`config.mk`:
```
export PLATFORM = sky130hd
export DESIGN_NAME = tod_alarm_irq
export DESIGN_NICKNAME = d
export VERILOG_FILES = /design/src/rtl/alm_pkg.sv /design/src/rtl/alarm_regs.sv /design/src/rtl/alarm_match.sv /design/src/rtl/irq_chan.sv /design/src/rtl/tod_alarm_irq.sv
export SDC_FILE = /design/constraint.sdc
export NUM_CORES = 1
export LEC_CHECK = 0
export BUFFER_PORTS_ARGS = -buffer_cell sky130_fd_sc_hd__buf_4
export CAP_MARGIN = 15
export CELL_PAD_IN_SITES_DETAIL_PLACEMENT = 1
export CELL_PAD_IN_SITES_GLOBAL_PLACEMENT = 1
export CORE_MARGIN = 3
export CORE_UTILIZATION = 34
export DETAILED_ROUTE_END_ITERATION = 8
export MAX_ROUTING_LAYER = met4
export PLACE_DENSITY_LB_ADDON = 0.1
export SETUP_SLACK_MARGIN = 0.3
export SLEW_MARGIN = 15
export SYNTH_ARGS = -nofsm -noshare
export SYNTH_HDL_FRONTEND = slang
export SYNTH_SLANG_ARGS = --single-unit
```
`constraint.sdc`:
```
create_clock -name clk -period 2.6 [get_ports clk]
set_clock_uncertainty 0.15 [all_clocks]
set_input_delay 0.13 -clock clk [delete_from_list [all_inputs] [get_ports clk]]
set_output_delay 0.13 -clock clk [all_outputs]
set_load 0.05 [all_outputs]
```
`src/rtl/alm_pkg.sv`:
```
package alm_pkg;
  localparam int BYTE_W   = 8;
  localparam int SEL_W    = 2;
  localparam int CMD_SWAP = 6;
  localparam int CMD_PULS = 4;
  localparam int CMD_WMSK = 3;
  localparam int CMD_TMSK = 2;
  localparam logic [BYTE_W-1:0] DAY_KEEP = 8'h87;

  typedef enum logic [SEL_W-1:0] {
    SEL_MIN  = 2'd0,
    SEL_HOUR = 2'd1,
    SEL_DAY  = 2'd2,
    SEL_NONE = 2'd3
  } alm_sel_e;

  // The mask bits {min,hour,day} choose how much of the time must match.
  function automatic logic alarm_hit(
    input logic [BYTE_W-1:0] a_min, a_hour, a_day,
    input logic [BYTE_W-1:0] t_sec, t_min, t_hour, t_day);
    logic eq_m, eq_h, eq_d, res;
    eq_m = (a_min[6:0]  == t_min[6:0]);
    eq_h = (a_hour[6:0] == t_hour[6:0]);
    eq_d = (a_day[2:0]  == t_day[2:0]);
    case ({a_min[7], a_hour[7], a_day[7]})
      3'b111:  res = 1'b1;
      3'b011:  res = eq_m;
      3'b001:  res = eq_m & eq_h;
      3'b000:  res = eq_m & eq_h & eq_d;
      default: res = 1'b0;
    endcase
    return res & (t_sec == '0);
  endfunction
endpackage

```
`src/rtl/alarm_regs.sv`:
```
module alarm_regs
  import alm_pkg::*;
(
  input  logic              clk,
  input  logic              rst_n,
  input  logic              wr_en,
  input  logic [SEL_W-1:0]  sel,
  input  logic [BYTE_W-1:0] wdata,
  output logic [BYTE_W-1:0] rdata,
  output logic [BYTE_W-1:0] min_q,
  output logic [BYTE_W-1:0] hour_q,
  output logic [BYTE_W-1:0] day_q
);
  always_ff @(posedge clk) begin
    if (!rst_n) begin
      min_q  <= '0;
      hour_q <= '0;
      day_q  <= '0;
    end else if (wr_en) begin
      case (alm_sel_e'(sel))
        SEL_MIN:  min_q  <= wdata;
        SEL_HOUR: hour_q <= wdata;
        SEL_DAY:  day_q  <= wdata & DAY_KEEP;
        default:  ;
      endcase
    end
  end

  always_comb begin
    case (alm_sel_e'(sel))
      SEL_MIN:  rdata = min_q;
      SEL_HOUR: rdata = hour_q;
      SEL_DAY:  rdata = day_q;
      default:  rdata = '0;
    endcase
  end

  // padding bits of the day byte read as zero
  p_day_pad_r1: assert property (@(posedge clk) disable iff (!rst_n)
    (sel == SEL_DAY) |-> (rdata[6:3] == 4'b0000));
endmodule

```
`src/rtl/alarm_match.sv`:
```
module alarm_match
  import alm_pkg::*;
(
  input  logic              chk_stb,
  input  logic [BYTE_W-1:0] a_min,
  input  logic [BYTE_W-1:0] a_hour,
  input  logic [BYTE_W-1:0] a_day,
  input  logic [BYTE_W-1:0] t_sec,
  input  logic [BYTE_W-1:0] t_min,
  input  logic [BYTE_W-1:0] t_hour,
  input  logic [BYTE_W-1:0] t_day,
  output logic              hit
);
  assign hit = chk_stb & alarm_hit(a_min, a_hour, a_day, t_sec, t_min, t_hour, t_day);
endmodule

```
`src/rtl/irq_chan.sv`:
```
module irq_chan #(
  parameter int PULSE_CYC = 16,
  localparam int CW = $clog2(PULSE_CYC + 1)
) (
  input  logic clk,
  input  logic rst_n,
  input  logic set_i,
  input  logic clr_i,
  input  logic pulse_i,
  output logic flag_o
);
  logic [CW-1:0] left_q;

  always_ff @(posedge clk) begin
    if (!rst_n) begin
      flag_o <= 1'b0;
      left_q <= '0;
    end else if (clr_i) begin
      flag_o <= 1'b0;
      left_q <= '0;
    end else if (set_i) begin
      flag_o <= 1'b1;
      left_q <= CW'(PULSE_CYC - 1);
    end else if (flag_o && pulse_i) begin
      if (left_q == '0) flag_o <= 1'b0;
      else              left_q <= left_q - 1'b1;
    end
  end

  // in level mode a raised flag only falls through a clear
  p_level_hold_r11: assert property (@(posedge clk) disable iff (!rst_n)
    (flag_o && !pulse_i && !clr_i) |=> flag_o);
endmodule

```
`src/rtl/tod_alarm_irq.sv`:
```
module tod_alarm_irq
  import alm_pkg::*;
#(
  parameter int PULSE_CYC = 16
) (
  input  logic              clk,
  input  logic              rst_n,
  input  logic              chk_stb,
  input  logic [BYTE_W-1:0] nxt_sec,
  input  logic [BYTE_W-1:0] nxt_min,
  input  logic [BYTE_W-1:0] nxt_hour,
  input  logic [BYTE_W-1:0] nxt_day,
  input  logic              acc_stb,
  input  logic              acc_we,
  input  logic [SEL_W-1:0]  acc_sel,
  input  logic [BYTE_W-1:0] acc_wdata,
  output logic [BYTE_W-1:0] alm_rdata,
  input  logic              wd_req,
  input  logic [BYTE_W-1:0] cmd,
  output logic              tdf,
  output logic              inta_n,
  output logic              intb_n
);
  localparam int NCH = 2;
  localparam int CH_TOD = 0;
  localparam int CH_WD  = 1;

  logic [BYTE_W-1:0] a_min, a_hour, a_day;
  logic hit_evt;
  logic wd_q;
  logic [NCH-1:0] set_v, clr_v, flag_v;
  logic tod_act, wd_act;
  logic unused_cmd;

  assign unused_cmd = ^{cmd[7], cmd[5], cmd[1:0]};

  alarm_regs u_regs (
    .clk(clk), .rst_n(rst_n), .wr_en(acc_stb & acc_we), .sel(acc_sel),
    .wdata(acc_wdata), .rdata(alm_rdata),
    .min_q(a_min), .hour_q(a_hour), .day_q(a_day));

  alarm_match u_match (
    .chk_stb(chk_stb), .a_min(a_min), .a_hour(a_hour), .a_day(a_day),
    .t_sec(nxt_sec), .t_min(nxt_min), .t_hour(nxt_hour), .t_day(nxt_day),
    .hit(hit_evt));

  always_ff @(posedge clk) begin
    if (!rst_n) wd_q <= 1'b0;
    else        wd_q <= wd_req;
  end

  assign set_v[CH_TOD] = hit_evt;
  assign clr_v[CH_TOD] = acc_stb;
  assign set_v[CH_WD]  = wd_req & ~wd_q;
  assign clr_v[CH_WD]  = ~wd_req;

  for (genvar g = 0; g < NCH; g++) begin : g_chan
    irq_chan #(.PULSE_CYC(PULSE_CYC)) u_chan (
      .clk(clk), .rst_n(rst_n), .set_i(set_v[g]), .clr_i(clr_v[g]),
      .pulse_i(cmd[CMD_PULS]), .flag_o(flag_v[g]));
  end

  assign tdf     = flag_v[CH_TOD];
  assign tod_act = flag_v[CH_TOD] & ~cmd[CMD_TMSK];
  assign wd_act  = flag_v[CH_WD]  & ~cmd[CMD_WMSK];
  assign inta_n  = ~(cmd[CMD_SWAP] ? tod_act : wd_act);
  assign intb_n  = ~(cmd[CMD_SWAP] ? wd_act  : tod_act);

  // an access leaves the flag clear
  p_acc_clears_r8: assert property (@(posedge clk) disable iff (!rst_n)
    acc_stb |=> !tdf);
  // the flag rises only right after a check strobe
  p_rise_after_chk_r7: assert property (@(posedge clk) disable iff (!rst_n)
    $rose(tdf) |-> $past(chk_stb));
  // a hit only happens on a second rollover to 00
  p_hit_on_rollover_r2: assert property (@(posedge clk) disable iff (!rst_n)
    hit_evt |-> (nxt_sec == 8'h00));
  // both masks set keep both pins released
  p_masked_quiet_r9: assert property (@(posedge clk) disable iff (!rst_n)
    (cmd[CMD_TMSK] && cmd[CMD_WMSK]) |-> (inta_n && intb_n));
endmodule

```
==> results.toml <==
[clock_tree]
cts_root_buffer = "clkbuf_8"
cts_tree = "built"
cts_max_path_buffers = 2
htreeDepth = 2
clock_latency_ps = 280
clkSinkCount = 33
path_clk_slew_ps = 70
numCtsBuffers = 5

[synthesis]
synth_area_leader_cell = "dfxtp_1"
async_reset_ff_frac = 0
yosysMostFrequentCell = "nand2_1"
synthesis.nets = 271
synth_ff_type = "dfxtp_1"
syn-mean-instance-area_sq_um = 8.14
synth-seq-cells = 33
yosys_warnings = 0
ys_seq_area_frac = 0.383
synth_edf_count = 0
syn_area_sq_um = 1730
synth_common_cells = "nand2_1, dfxtp_1, xor2_1"
synth.distinct_cells = 29
synth_top_area_share = 0.383
synthCells = 212
synthTopCellsByArea = "dfxtp_1, nand2_1, xor2_1"

[die]
fp.coreArea_sq_um = 4820
die_h_microns = 77.2
io-pin-count = 67
die_area_sq_um = 5970
die_w_microns = 77.2
initial_core_util = 0.358
rows = 25

[sta]
period_share = 0.836
finalCriticalPeriod_ps = 2170
setup_violations = 0
worstMarginPinSlew_ps = 616
fmax_ghz = 0.460
slew_violations = 0
fin_tns_setup_ps = 0
slew_headroom = 0.586
rsz0062_at_grt = "false"
hold_viol = 0

[layout]
stdcell_count = 343
diodes = 0
finalNetCount = 334
seqCellArea_sq_um = 661
multiInputGateArea_sq_um = 1000
area_growth_pct = 36.7
fill_cells = 629
drive_above_1_share = 0.221

[placement]
io_buffers = 55
numPlacedInstances = 327
gp_congestion = 0.754
dpl.hpwl_mm = 3.71

[worst_setup_path]
crit_chain = "xor2_1 -> nor4_1 -> a41oi_1 -> or4_1 -> and3_1"
crit_arrival_ps = 2200
crit_fanout = 6
worstSetupPathType = "flip-flop to flip-flop"
cpPeakStageDelay_ps = 650
critPathCaptureType = "flip-flop"
startpoint_type = "flip-flop"
slowest_stage = "or4_1"
cp.required_ps = 2620

[global_route]
antenna_found_initial = 0
overflow = 0
grt_usage = 0.170
grt_pass1_vias = 1713
grt_max_degree = 23
grt_pass1_wl_mm = 7.89

[power_and_ir_drop]
p_leak_nw = 1.00
ir_drop_uv = 248
power_density_nw_per_um2 = 449
finalPower_w = 0.00106

[route]
route.detailed.drc = 0
totalWireLength_mm = 4.81
dr.pass1.iters = 3
ant_nets = 0
viasPerCell = 4.89
vias = 1676
wl_per_cell_microns = 14.0
drt-initial-drc-count = 17

[status]
status = "finished clean"

[run]
cap_viol_max_count = 0

[min_path]
hold_path_class = "input port to flip-flop"
==> metal layers <==
| layer | vias to the layer above | wire, microns | global-route usage |
|---|---|---|---|
| met3 | 8 | 160 | 0.0352 |
| met4 | 0 | 57 | 0.0480 |
| met2 | 31 | 2480 | 0.305 |
| li1 | 837 | - | - |
| met5 | - | 0 | - |
| met1 | 800 | 2110 | 0.191 |
==> metrics by stage <==
stage	hold slack [ps]	setup slack (ps)	instance area, sq um	utilization
final	69.2	427	2360	0.490
after global routing	84.1	331	2360	0.490
after CTS	74.2	417	2360	0.490
after detailed placement	260	436	2200	0.456
after global placement	253	461	2200	0.456
after floorplan	125	559	1730	-
==> critical path, delay by kind of cell (launching register included) <==
kind	cells	cell delay, ps
and+or+nand+nor	3	1240
AOI/OAI and AO/OA	1	170
DFF	1	340
xor gates and xnor gates	1	170
==> worst paths after layout <==
check                                              startpoint                                      end  slack, ps  depth (start not counted)
worst max register to register   u_regs.min_q[5]$_SDFFE_PN0P_  g_chan[0].u_chan.left_q[4]$_SDFFE_PP0P_        430                          5
worst min register to register  u_regs.hour_q[6]$_SDFFE_PN0P_            u_regs.hour_q[6]$_SDFFE_PN0P_        340                          2
worst min-delay path                                   wd_req                          wd_q$_SDFF_PN0_         70                          3
worst max-delay path             u_regs.min_q[5]$_SDFFE_PN0P_  g_chan[0].u_chan.left_q[4]$_SDFFE_PP0P_        430                          5
==> registers in the layout, indices dropped and copies added (netlist names) <==
name,flops
u_regs.min_q,8
wd_q,1
u_regs.hour_q,8
g_chan.u_chan.left_q,10
u_regs.day_q,4
g_chan.u_chan.flag_o,2
==> cell type report <==
class,instances,share of cell area
multi-input cells,162,0.424
flip-flops and latches,33,0.280
repair buffers,64,0.212
well taps,67,0.0355
clock buffers,8,0.0340
inverters,9,0.0143
==> power by group <==
group / switching (W) / internal, W / leakage (nW)
sequential: 0.0000116 / 0.000518 / 0.268
clock: 0.000178 / 0.000190 / 0.0395
combinational: 0.0000753 / 0.0000871 / 0.697
==> cells in the final DEF, fill, tap and decap left out, types with 6 or more instances in the layout <==
master / n
dfxtp_1: 33
nor2_1: 9
xor2_1: 18
nand2_1: 46
buf_4: 56
mux2i_1: 12
xnor2_1: 6
inv_1: 9
a21boi_0: 16
dlygate4sd3_1: 8
a21oi_1: 11
o21ai_0: 8
==> what timing repair did <==
action / in CTS / in global routing
buffers inserted: 0 / 0
hold buffers: 8 / 0
gates resized for setup: 0 / 0
hold endpoints to repair: 19 / 0
==> kinds of logic after synthesis <==
| group | synth area share |
|---|---|
| muxes | 0.0696 |
| buffers and inverters | 0.0377 |
| adders and majority gates | 0.0218 |
| AOI/OAI and AO/OA | 0.141 |
| xor gates and xnor gates | 0.122 |
| and+or+nand+nor | 0.226 |
| DFF | 0.383 |
No activity file was read; power rests on OpenSTA's default activity.
